[src/rtl/fpm_pkg.sv]
package fpm_pkg;
   typedef enum logic [1:0] {
      PM_DPD  = 2'b00,
      PM_STBY = 2'b01,
      PM_ACT  = 2'b10,
      PM_APS  = 2'b11
   } pmode_e;
endpackage

[src/rtl/fpm_recovery.sv]
// Wake-up counter: reloads while the power-down pin is low and counts
// down once it is released; rec_done marks the end of the window.
module fpm_recovery #(
   parameter int REC_CYC = 8
) (
   input  logic clk,
   input  logic por_n,
   input  logic rp_n,
   output logic rec_done
);
   localparam int CW = $clog2(REC_CYC + 1);
   localparam logic [CW-1:0] LOAD = CW'(REC_CYC);

   generate
      if (REC_CYC < 1) begin : g_bad_rec
         $error("fpm_recovery: REC_CYC must be at least 1");
      end
   endgenerate

   logic [CW-1:0] cnt_q;

   always_ff @(posedge clk or negedge por_n) begin
      if (!por_n) begin
         cnt_q <= LOAD;
      end else if (!rp_n) begin
         cnt_q <= LOAD;
      end else if (cnt_q != '0) begin
         cnt_q <= cnt_q - 1'b1;
      end
   end

   assign rec_done = (cnt_q == '0);

   // a power-down cycle always reopens the recovery window
   a_r5_reload: assert property (@(posedge clk) disable iff (!por_n)
      !rp_n |=> !rec_done);
endmodule

[src/rtl/fpm_addr_watch.sv]
// Registers the bus address every cycle and flags a new value.
module fpm_addr_watch #(
   parameter int AW = 16
) (
   input  logic          clk,
   input  logic          por_n,
   input  logic [AW-1:0] addr,
   output logic          addr_chg
);
   generate
      if (AW < 1) begin : g_bad_aw
         $error("fpm_addr_watch: AW must be at least 1");
      end
   endgenerate

   logic [AW-1:0] addr_q;

   always_ff @(posedge clk or negedge por_n) begin
      if (!por_n) addr_q <= '0;
      else        addr_q <= addr;
   end

   assign addr_chg = (addr != addr_q);
endmodule

[src/rtl/fpm_mode_fsm.sv]
// Power-mode state register and next-mode selection.
module fpm_mode_fsm
   import fpm_pkg::*;
#(
   parameter bit APS_EN = 1'b1
) (
   input  logic   clk,
   input  logic   por_n,
   input  logic   rp_n,
   input  logic   rec_done,
   input  logic   ce_n,
   input  logic   oe_n,
   input  logic   we_n,
   input  logic   eng_busy,
   input  logic   addr_chg,
   output pmode_e mode
);
   pmode_e mode_q, mode_d;
   logic   settle_go;   // a read has sat on one address for a full cycle
   logic   aps_keep;    // power savings may be held this cycle

   generate
      if (APS_EN) begin : g_aps
         assign settle_go = (mode_q == PM_ACT) && !oe_n && we_n && !addr_chg;
         assign aps_keep  = (mode_q == PM_APS) && !addr_chg;
      end else begin : g_no_aps
         assign settle_go = 1'b0;
         assign aps_keep  = 1'b0;
      end
   endgenerate

   always_comb begin
      mode_d = mode_q;
      if (!rp_n || !rec_done) begin
         mode_d = PM_DPD;
      end else if (ce_n) begin
         mode_d = eng_busy ? PM_ACT : PM_STBY;
      end else if (eng_busy) begin
         mode_d = PM_ACT;
      end else if (aps_keep || settle_go) begin
         mode_d = PM_APS;
      end else begin
         mode_d = PM_ACT;
      end
   end

   always_ff @(posedge clk or negedge por_n) begin
      if (!por_n) mode_q <= PM_DPD;
      else        mode_q <= mode_d;
   end

   assign mode = mode_q;

   // a running operation keeps the device active when deselected
   a_r7_busy_active: assert property (@(posedge clk) disable iff (!por_n)
      (rp_n && eng_busy && mode_q != PM_DPD) |=> (mode_q == PM_ACT));
   // power savings persists on a still address and an idle engine
   a_r9_aps_hold: assert property (@(posedge clk) disable iff (!por_n)
      (rp_n && !ce_n && !eng_busy && mode_q == PM_APS && !addr_chg)
      |=> (mode_q == PM_APS));
   // a new address wakes the device back to active
   a_r10_aps_exit: assert property (@(posedge clk) disable iff (!por_n)
      (rp_n && !ce_n && mode_q == PM_APS && addr_chg) |=> (mode_q == PM_ACT));
   // idle and deselected means standby
   a_r6_standby: assert property (@(posedge clk) disable iff (!por_n)
      (rp_n && rec_done && ce_n && !eng_busy) |=> (mode_q == PM_STBY));
endmodule

[src/rtl/fpm_ctrl.sv]
module fpm_ctrl
   import fpm_pkg::*;
#(
   parameter int AW      = 16,
   parameter int REC_CYC = 8,
   parameter bit APS_EN  = 1'b1
) (
   input  logic          clk,
   input  logic          por_n,
   input  logic          rp_n,
   input  logic          ce_n,
   input  logic          oe_n,
   input  logic          we_n,
   input  logic [AW-1:0] addr,
   input  logic          eng_busy,
   output logic          dq_oe,
   output logic          eng_abort,
   output logic          stat_clr,
   output logic          cui_reset,
   output logic          cmd_wr_en,
   output logic          data_invalid,
   output logic          not_ready,
   output logic [1:0]    pmode
);
   logic   rec_done;
   logic   addr_chg;
   pmode_e mode;
   logic   awake;
   logic   inval_q;

   fpm_recovery #(.REC_CYC(REC_CYC)) u_rec (
      .clk      (clk),
      .por_n    (por_n),
      .rp_n     (rp_n),
      .rec_done (rec_done)
   );

   fpm_addr_watch #(.AW(AW)) u_addr (
      .clk      (clk),
      .por_n    (por_n),
      .addr     (addr),
      .addr_chg (addr_chg)
   );

   fpm_mode_fsm #(.APS_EN(APS_EN)) u_fsm (
      .clk      (clk),
      .por_n    (por_n),
      .rp_n     (rp_n),
      .rec_done (rec_done),
      .ce_n     (ce_n),
      .oe_n     (oe_n),
      .we_n     (we_n),
      .eng_busy (eng_busy),
      .addr_chg (addr_chg),
      .mode     (mode)
   );

   // sticky marker for contents hit by an aborted program/erase
   always_ff @(posedge clk or negedge por_n) begin
      if (!por_n)                  inval_q <= 1'b0;
      else if (!rp_n && eng_busy)  inval_q <= 1'b1;
   end

   assign awake        = rp_n && (mode != PM_DPD);
   assign not_ready    = (mode == PM_DPD);
   assign dq_oe        = awake && !ce_n && !oe_n &&
                         (mode == PM_ACT || mode == PM_APS);
   assign cmd_wr_en    = awake && !ce_n && !we_n;
   assign eng_abort    = !rp_n && eng_busy;
   assign stat_clr     = !rp_n || !por_n;
   assign cui_reset    = !rp_n || (mode == PM_DPD);
   assign data_invalid = inval_q;
   assign pmode        = mode;

   // power-down floats the bus and blocks writes at once
   a_r1_dpd_quiet: assert property (@(posedge clk) disable iff (!por_n)
      !rp_n |-> (!dq_oe && !cmd_wr_en));
   // power-down mode follows on the next edge
   a_r1_dpd_mode: assert property (@(posedge clk) disable iff (!por_n)
      !rp_n |=> (pmode == 2'b00));
   // abort during an operation leaves the contents marked invalid
   a_r2_mark: assert property (@(posedge clk) disable iff (!por_n)
      (!rp_n && eng_busy) |=> data_invalid);
   a_r2_sticky: assert property (@(posedge clk) disable iff (!por_n)
      data_invalid |=> data_invalid);
   // nothing is driven or accepted before recovery completes
   a_r5_blocked: assert property (@(posedge clk) disable iff (!por_n)
      not_ready |-> (!dq_oe && !cmd_wr_en && cui_reset));
endmodule

[config.mk]
export PLATFORM = sky130hd
export DESIGN_NAME = fpm_ctrl
export DESIGN_NICKNAME = d
export VERILOG_FILES = /design/src/rtl/fpm_pkg.sv /design/src/rtl/fpm_recovery.sv /design/src/rtl/fpm_addr_watch.sv /design/src/rtl/fpm_mode_fsm.sv /design/src/rtl/fpm_ctrl.sv
export SDC_FILE = /design/constraint.sdc
export NUM_CORES = 1
export LEC_CHECK = 0
export ABC_CLOCK_PERIOD_IN_PS = 2700
export BUFFER_PORTS_ARGS = -buffer_cell sky130_fd_sc_hd__buf_2
export CORE_MARGIN = 5
export CORE_UTILIZATION = 52
export DETAILED_ROUTE_END_ITERATION = 8
export MAX_ROUTING_LAYER = met4
export PLACE_DENSITY_LB_ADDON = 0.25
export SETUP_SLACK_MARGIN = 0.1
export SLEW_MARGIN = 15
export SYNTH_ARGS = -nofsm -noshare
export SYNTH_HDL_FRONTEND = slang
export SYNTH_HIERARCHICAL = 1
export SYNTH_SLANG_ARGS = --single-unit
[constraint.sdc]
create_clock -name clk -period 2.7 [get_ports clk]
set_input_delay 0.405 -clock clk [delete_from_list [all_inputs] [get_ports clk]]
set_output_delay 0.405 -clock clk [all_outputs]
set_load 0.05 [all_outputs]
==> metrics.md, run 1 <==
| Metric | Value |
|---|---|
| Mapped cell area | 988 um^2 |
| Final GP Congestion | about 0.67 |
| Chip height | ~54 um |
| Vias in the first global route | 782 |
| CP endpoint | cmd_wr_en |
| Hold Crit Class | input port to async pin |
| TritonCTS Sinks | 23 |
| Io pins | 32 |
| Total Routing Usage GR | 16.2% |
| Outcome | finished clean |
| Skew-Pair Late Insertion Delay | 300 ps |
| Number of H-tree levels | 1 |
| Vias/cell | 4.91 |
| Synthesis Warnings | 6 |
| Clock transition at path regs | 120 ps |
| Fin. Hold Viols | 0 |
| Num CTS Buffers | 3 |
| Final worst-path cycle share | between 60% and 70% |
| Rel. slew slack | just under 80% |
| Rows | 15 |
| Clock Path Buffers | 2 |
| Drt initial violations | 5 |
| Starting density of the core | 56.0% |
| Synth Instances | 76 |
| Leakage | between 0.5 and 0.6 nW |
| Clock Skew | 4.52 ps |
| Mapped Nets | 101 |
| DR vias | 673 |
| Worst-margin pin slew | roughly 330 ps |
| FF-to-FF Start | u_addr/addr_q[14] |
| First-pass GRT wire length | 3280 um |
| Worst setup path start | u_fsm/mode[1] |
| Layout area overhead | 22.3% |
| Chip width | 53.6 um |
| Worst Reg2Reg Path Length in Cells | 5 |
| Gr ovfl total | 0 |
| Max-Cap Viols | 0 |
| Synth Area in Compound Gates | under 10% |
| Post-CTS setup buffer count | 0 |
| Fmax | about 590 MHz |
| WP data required | roughly 2300 ps |
| Cells after DPL | 133 |
| Setup crit end kind | output pin |
| RSZ-0062 raised after global routing | no |
| Sequential area share after synthesis | between 50 and 60% |
| Fin crit period | 1680 ps |
| Final Instance Area | 1210 um^2 |
| Total power per unit cell area | 668 nW/um^2 |
| Ant diodes | 0 |
| DP Area | 1180 um^2 |
| Max-slew violations | 0 |
| Non-Filler Instances | around 140 |
| Critical path type | flip-flop to output pin |
| XOR/XNOR Fraction of Synth Area | 15.1% |
| CP startpoint kind | flip-flop |
| Synthesized flop and latch total | 23 |
| Critical-path maximum fanout | 5 |
| Hold buffer count at cts | 0 |
| Post-DRT Antenna Nets | 0 |
| Register area | 577 um^2 |
| Simple-Gate Fraction of Synth Area | 17.6% |
| Root Driver | clkbuf_4 |
| Peak supply drop | 430 uV |
| TritonCTS clock tree | built |
| DRT Pass-1 Iters | 4 |
| Final wirelength | 1800 um |
| Final core occ | 68.5% |
| Hpwl dp | 1480 um |
| Final net count | 138 |
| Share of layout cells above drive strength 1 | 35.7% |
| Synth unique cells | 25 |
| Mux cell area share after synthesis | 1.01% |
| Largest family of logic cells by synthesized area | simple AND/OR/NAND/NOR gates |
| Die area | 2870 um^2 |
| Core area | 1760 um^2 |
| Initial antenna violation count | 0 |
| Synthesized area per cell | ~13 um^2 |
| Footprint of the multi-input gates | 400 um^2 |
| Filler cells | between 150 and 200 |
| R2R Setup Slk | 1170 ps |
| Post-synthesis adder-cell area fraction | 2.53% |
| Routed length per placed instance | approximately 13 um |
| Setup tns final | 0 ps |
| DRC Markers | 0 |
| Post_cts resized | 0 |
| Worst Path Arrival | 1280 ps |
| IO Port Bufs | 31 |
| Reg-to-Reg End | u_fsm/mode[0] |
| Largest net degree at the start of global routing | 24 |
| Final setup viols | 0 |
## registers in the layout, summed over array words and instances, names as in the netlist
name,cells
u_rec/cnt_q,4
u_addr/addr_q,16
u_fsm/mode,2
data_invalid,1
## power by group
part	switching (mW)	leakage (nW)	internal, mW	total, mW
Sequential	0.0402	0.272	0.391	0.432
Combinational	0.120	0.292	0.105	0.225
Clock	0.0926	0.0150	0.0574	0.150
## worst min-delay path by stage
stage	endpoint	slack [ps]	cells past startpoint
2_1_floorplan	data_invalid	110	0
3_3_place_gp	u_addr/addr_q[8]	440	2
3_5_place_dp	u_addr/addr_q[10]	440	2
4_1_cts	u_addr/addr_q[10]	90	2
5_1_grt	u_addr/addr_q[10]	90	2
6_report	u_addr/addr_q[10]	90	2
## synth_stat cells
library cell,count,area [um^2]
a21boi_0,1,7.51
a221oi_2,1,15.0
and2_1,1,6.26
and4bb_1,1,12.5
dfrtp_1,22,551
dfstp_2,1,26.3
ha_1,2,25.0
inv_1,3,11.3
mux2i_1,1,10.0
nand2_1,2,7.51
nand2b_1,5,31.3
nand3_1,1,5.00
nand3b_1,2,15.0
nand4_1,1,6.26
nor2_1,3,11.3
nor2b_2,1,8.76
nor3_1,1,5.00
nor3b_4,1,18.8
nor4_1,4,25.0
nor4b_2,1,15.0
o211a_1,1,10.0
o21ai_0,2,10.0
or2_1,1,6.26
xnor2_1,1,8.76
xor2_1,16,140
## cell type report
type	instances	area share (%)
flip-flops and latches	23	47.7
inverters	3	0.932
multi-input cells	50	33.1
clock buffers	4	2.17
repair buffers	32	13.5
well taps	25	2.59
## layer usage
layer  global-route usage [%]  share of wire [%]  up-vias
li1                         -                  -      328
met1                     18.6                 41      329
met2                     28.0                 54       14
met3                     3.60                4.5        2
met4                     5.11               0.28        0
met5                        -                  0        -
## cell usage in the layout (no fill, tap or decap)
| cell | netlist | routed |
|---|---|---|
| o21ai_0 | 2 | 2 |
| buf_4 | 0 | 1 |
| and2_1 | 1 | 1 |
| xor2_1 | 16 | 16 |
| nor2_1 | 3 | 3 |
| and4bb_1 | 1 | 1 |
| clkbuf_1 | 0 | 1 |
| buf_2 | 0 | 31 |
| clkbuf_4 | 0 | 3 |
| nand2b_1 | 5 | 5 |
| nor2b_2 | 1 | 1 |
| a21boi_0 | 1 | 1 |
| nand2_1 | 2 | 2 |
| nor3_1 | 1 | 1 |
| or2_1 | 1 | 1 |
| mux2i_1 | 1 | 1 |
| nand4_1 | 1 | 1 |
| o211a_1 | 1 | 1 |
| a221oi_2 | 1 | 1 |
| nand3_1 | 1 | 1 |
| nor4_1 | 4 | 4 |
| nor3b_4 | 1 | 1 |
| dfstp_2 | 1 | 1 |
| inv_1 | 3 | 3 |
| ha_1 | 2 | 2 |
| xnor2_1 | 1 | 1 |
| dfrtp_1 | 22 | 22 |
| nand3b_1 | 2 | 2 |
| nor4b_2 | 1 | 1 |
## cell families (layout without fill, tap and decap cells)
kind of cell | Yosys count | count (layout)
adder cells (fa/ha/maj) | 2 | 2
AO/OA/AOI/OAI | 5 | 5
XOR/XNOR | 17 | 17
multiplexers | 1 | 1
AND/OR/NAND/NOR | 25 | 25
flip-flops | 23 | 23
buffers and inverters | 3 | 39
## worst max-delay path: stages, from the launching register on
cell,delay [ps]
dfrtp_1,420
nor2_1,80
nor4b_2,190
buf_2,290
## through the flow
| step | hold slack [ps] | setup WS (ps) | power [mW] |
|---|---|---|---|
| CTS | 90.4 | 988 | 0.819 |
| global placement | 439 | 1050 | 0.656 |
| detailed placement | 436 | 1040 | 0.665 |
| global route | 92.7 | 891 | 0.864 |
| floorplan | 109 | 279 | 0.596 |
| finish | 92.5 | 1020 | 0.807 |
No activity file was read; power rests on OpenSTA's default activity.
==> run 2, diff against run 1 <==
ABC_AREA = 1   (was unset)
ABC_CLOCK_PERIOD_IN_PS = 1300   (was 2700)
CORE_ASPECT_RATIO = 1.75   (was unset)
CORE_UTILIZATION = 46   (was 52)
clock period = 1.3 ns   (was 2.7 ns; I/O delays follow)
==> run 2 against run 1 <==
The flow now finishes with violations (negative setup slack); via count rose by 59%; worst hold slack worse by 33 ps; die area rose by 27%; count of clock-buffer cells in the layout shrank 1; critical path depth is 2 higher; final cell count is 66% higher; routed wire length is 47% higher; first-iteration DRC count is 140% higher; largest power group unchanged; highest routed layer unchanged.
==> metrics.md, run 2 <==
| Metric | Value |
|---|---|
| Layout area overhead | 33.5% |
| Final GP Congestion | 0.710 (+6.5%) |
| Leading cell types in the layout, fill and taps excluded | nand2_1, inv_1, nor2_1 |
| DRT Pass-1 Iters | 4 (unchanged) |
| Leakage | 0.904 nW (+56%) |
| Post-synth top cells | nand2_1, inv_1, nor2_1 |
| Rel. slew slack | 80.1% (+2.4 points) |
| Critical path type | flip-flop to output pin |
| Starting density of the core | 47.0% (-9.0 points) |
| Vias in the first global route | 1102 (+41%) |
| Total Routing Usage GR | 15.1% (-1.1 points) |
| Core area | 2460 um^2 (+40%) |
| Synthesis Warnings | 6 (unchanged) |
| Biggest register | u_addr/addr_q |
| Gr ovfl total | 0 (unchanged) |
| Initial antenna violation count | 0 (unchanged) |
| Commonest non-fill, non-tap cell in the layout | nand2_1 |
| DRC Markers | 0 (unchanged) |
| Rows | 24 (+9) |
| Fmax | 718 MHz |
| Setup crit end kind | output pin |
| Drt initial violations | 12 (+7) |
| Skew-Pair Late Insertion Delay | 260 ps (-40 ps) |
| Max reg flops | 16 (unchanged) |
| Hold Crit Class | input port to flip-flop |
| DR vias | 1071 (+59%) |
| CP startpoint kind | flip-flop |
| Clock Skew | 9.10 ps (+4.57 ps) |
| Crit-path slowest cell | dfrtp_2 |
| Share of layout cells above drive strength 1 | 28.7% (-7.0 points) |
| Outcome | finished, violations left |
| Clock Path Buffers | 2 (unchanged) |
| Largest stage delay, worst path | 380 ps (-40 ps) |
| Total power per unit cell area | 1260 nW/um^2 (+89%) |
| Final net count | 228 (+65%) |
| Io pins | 32 (unchanged) |
| Worst-margin pin slew | 298 ps (-32.7 ps) |
| Clock transition at path regs | 90 ps (-30 ps) |
| Violated checks | negative setup slack |
| Yosys top cell area share | 47.6% (-8.1 points) |
| Non-Filler Instances | 228 (+66%) |
| Fin crit period | 1390 ps |
| Mapped Nets | 187 (+85%) |
| Final wirelength | 2640 um (+47%) |
| IO Port Bufs | 31 (unchanged) |
| WP data required | 1110 ps (-1190 ps) |
| Largest net degree at the start of global routing | 24 (unchanged) |
| Post-DRT Antenna Nets | 0 (unchanged) |
| Mapped cell area | 1160 um^2 (+17%) |
| Synth area leader | dfrtp_1 |
| Synthesized area per cell | 7.14 um^2 (-45%) |
| Fin. Hold Viols | 0 (unchanged) |
| Top delay family on crit path | flip-flops |
| TritonCTS clock tree | built |
| Max-Cap Viols | 0 (unchanged) |
| Peak supply drop | 998 uV (+130%) |
| Synth top area cells | dfrtp_1, nand2_1, inv_1 |
| Vias/cell | 4.70 (-4.4%) |
| Chip height | 76.4 um (+42%) |
| Worst Path Arrival | 1200 ps (-80 ps) |
| Post-synth EDFFs | 0 (unchanged) |
| Asr flop ratio synth | 100% (unchanged) |
| Synthesized flop and latch total | 23 (unchanged) |
| Setup WS post-layout | -92.5 ps (-1110 ps) |
| Synth Instances | 162 (+110%) |
| Bufs and invs on worst path | 2 (+1) |
| Final core occ | 62.8% (-5.8 points) |
| Max-slew violations | 0 (unchanged) |
| Final setup viols | 3 (+3) |
| Die area | 3660 um^2 (+27%) |
| TritonCTS Sinks | 23 (unchanged) |
| Sequential area share after synthesis | 49.8% (-8.5 points) |
| RSZ-0062 raised after global routing | yes |
| Number of H-tree levels | 1 (unchanged) |
| Most used flip-flop cell after synthesis | dfrtp_1 |
| Num CTS Buffers | 3 (unchanged) |
| Hpwl dp | 1980 um (+34%) |
| Ant diodes | 0 (unchanged) |
| Most frequent cell after synthesis | nand2_1 |
| First-pass GRT wire length | 4160 um (+27%) |
| CP cell instances | inv_2 > nand2_4 > nand3_4 > nor2_4 > buf_6 |
| Cells after DPL | 220 (+65%) |
| Synth unique cells | 16 (-36%) |
| Root Driver | clkbuf_8 |
| Routed length per placed instance | 11.6 um (-12%) |
| Final worst-path cycle share | 107% |
| Critical-path maximum fanout | 3 (-2) |
| Chip width | 47.9 um (-11%) |
-- run 2: cell families (layout without fill, tap and decap cells) --
group	count (synthesis)	after routing	synth area share, %
and+or+nand+nor	94	94	33.1
buffers and inverters	40	80	13.0
DFF	23	23	49.8
adders and majority gates	2	2	2.16
AOI/OAI and AO/OA	2	2	1.19
xor gates and xnor gates	1	1	0.757
-- run 2: final cells by class --
class | count | area [um^2]
fill | 232 | 917
clock inverter | 1 | 5.00
timing repair buffer | 36 | 251
multi-input combinational | 99 | 483
inverter | 40 | 153
sequential | 23 | 579
tap | 26 | 32.5
clock buffer | 3 | 41.3
-- run 2: layer usage --
layer	routed length, um	track usage (%)
met4	56	5.39
met1	937	15.5
met3	128	2.13
met5	0	-
met2	1520	26.8
-- run 2: repair_timing --
action,in CTS,in global routing
gates resized for setup,12,13
hold endpoints to repair,22,0
hold buffers,1,0
pin swaps,5,0
endpoints found under the setup margin,5,8
setup buffers,2,2
-- run 2: stage by stage --
stage | total power, mW | TNS, ps | setup WS, ps | instance area (um^2) | hold slack (ps)
2_1_floorplan | 1.24 | 0 | 22.6 | 1190 | -101
3_3_place_gp | 1.36 | 0 | 88.1 | 1390 | 244
3_5_place_dp | 1.41 | 0 | 50.0 | 1390 | 249
4_1_cts | 1.89 | -53.3 | -40.8 | 1500 | 57.0
5_1_grt | 2.06 | -411 | -150 | 1550 | 52.7
6_report | 1.95 | -165 | -92.5 | 1550 | 59.2
-- run 2: final timing paths --
check / from / to / slack, ps / cells past startpoint
max: u_fsm/mode[1] / dq_oe / -90 / 5
max reg2reg: u_addr/addr_q[12] / u_fsm/mode[0] / 30 / 11
min reg2reg: data_invalid / data_invalid / 480 / 1
max in group asynchronous: por_n / u_rec/cnt_q[3] / 520 / 3
min: addr[4] / u_addr/addr_q[4] / 60 / 1
min in group asynchronous: por_n / u_addr/addr_q[0] / 500 / 3
-- run 2: power breakdown --
| group | switching [mW] | total, mW | internal, mW |
|---|---|---|---|
| registers | 0.0677 | 0.876 | 0.808 |
| clock network | 0.226 | 0.440 | 0.214 |
| logic | 0.378 | 0.639 | 0.261 |
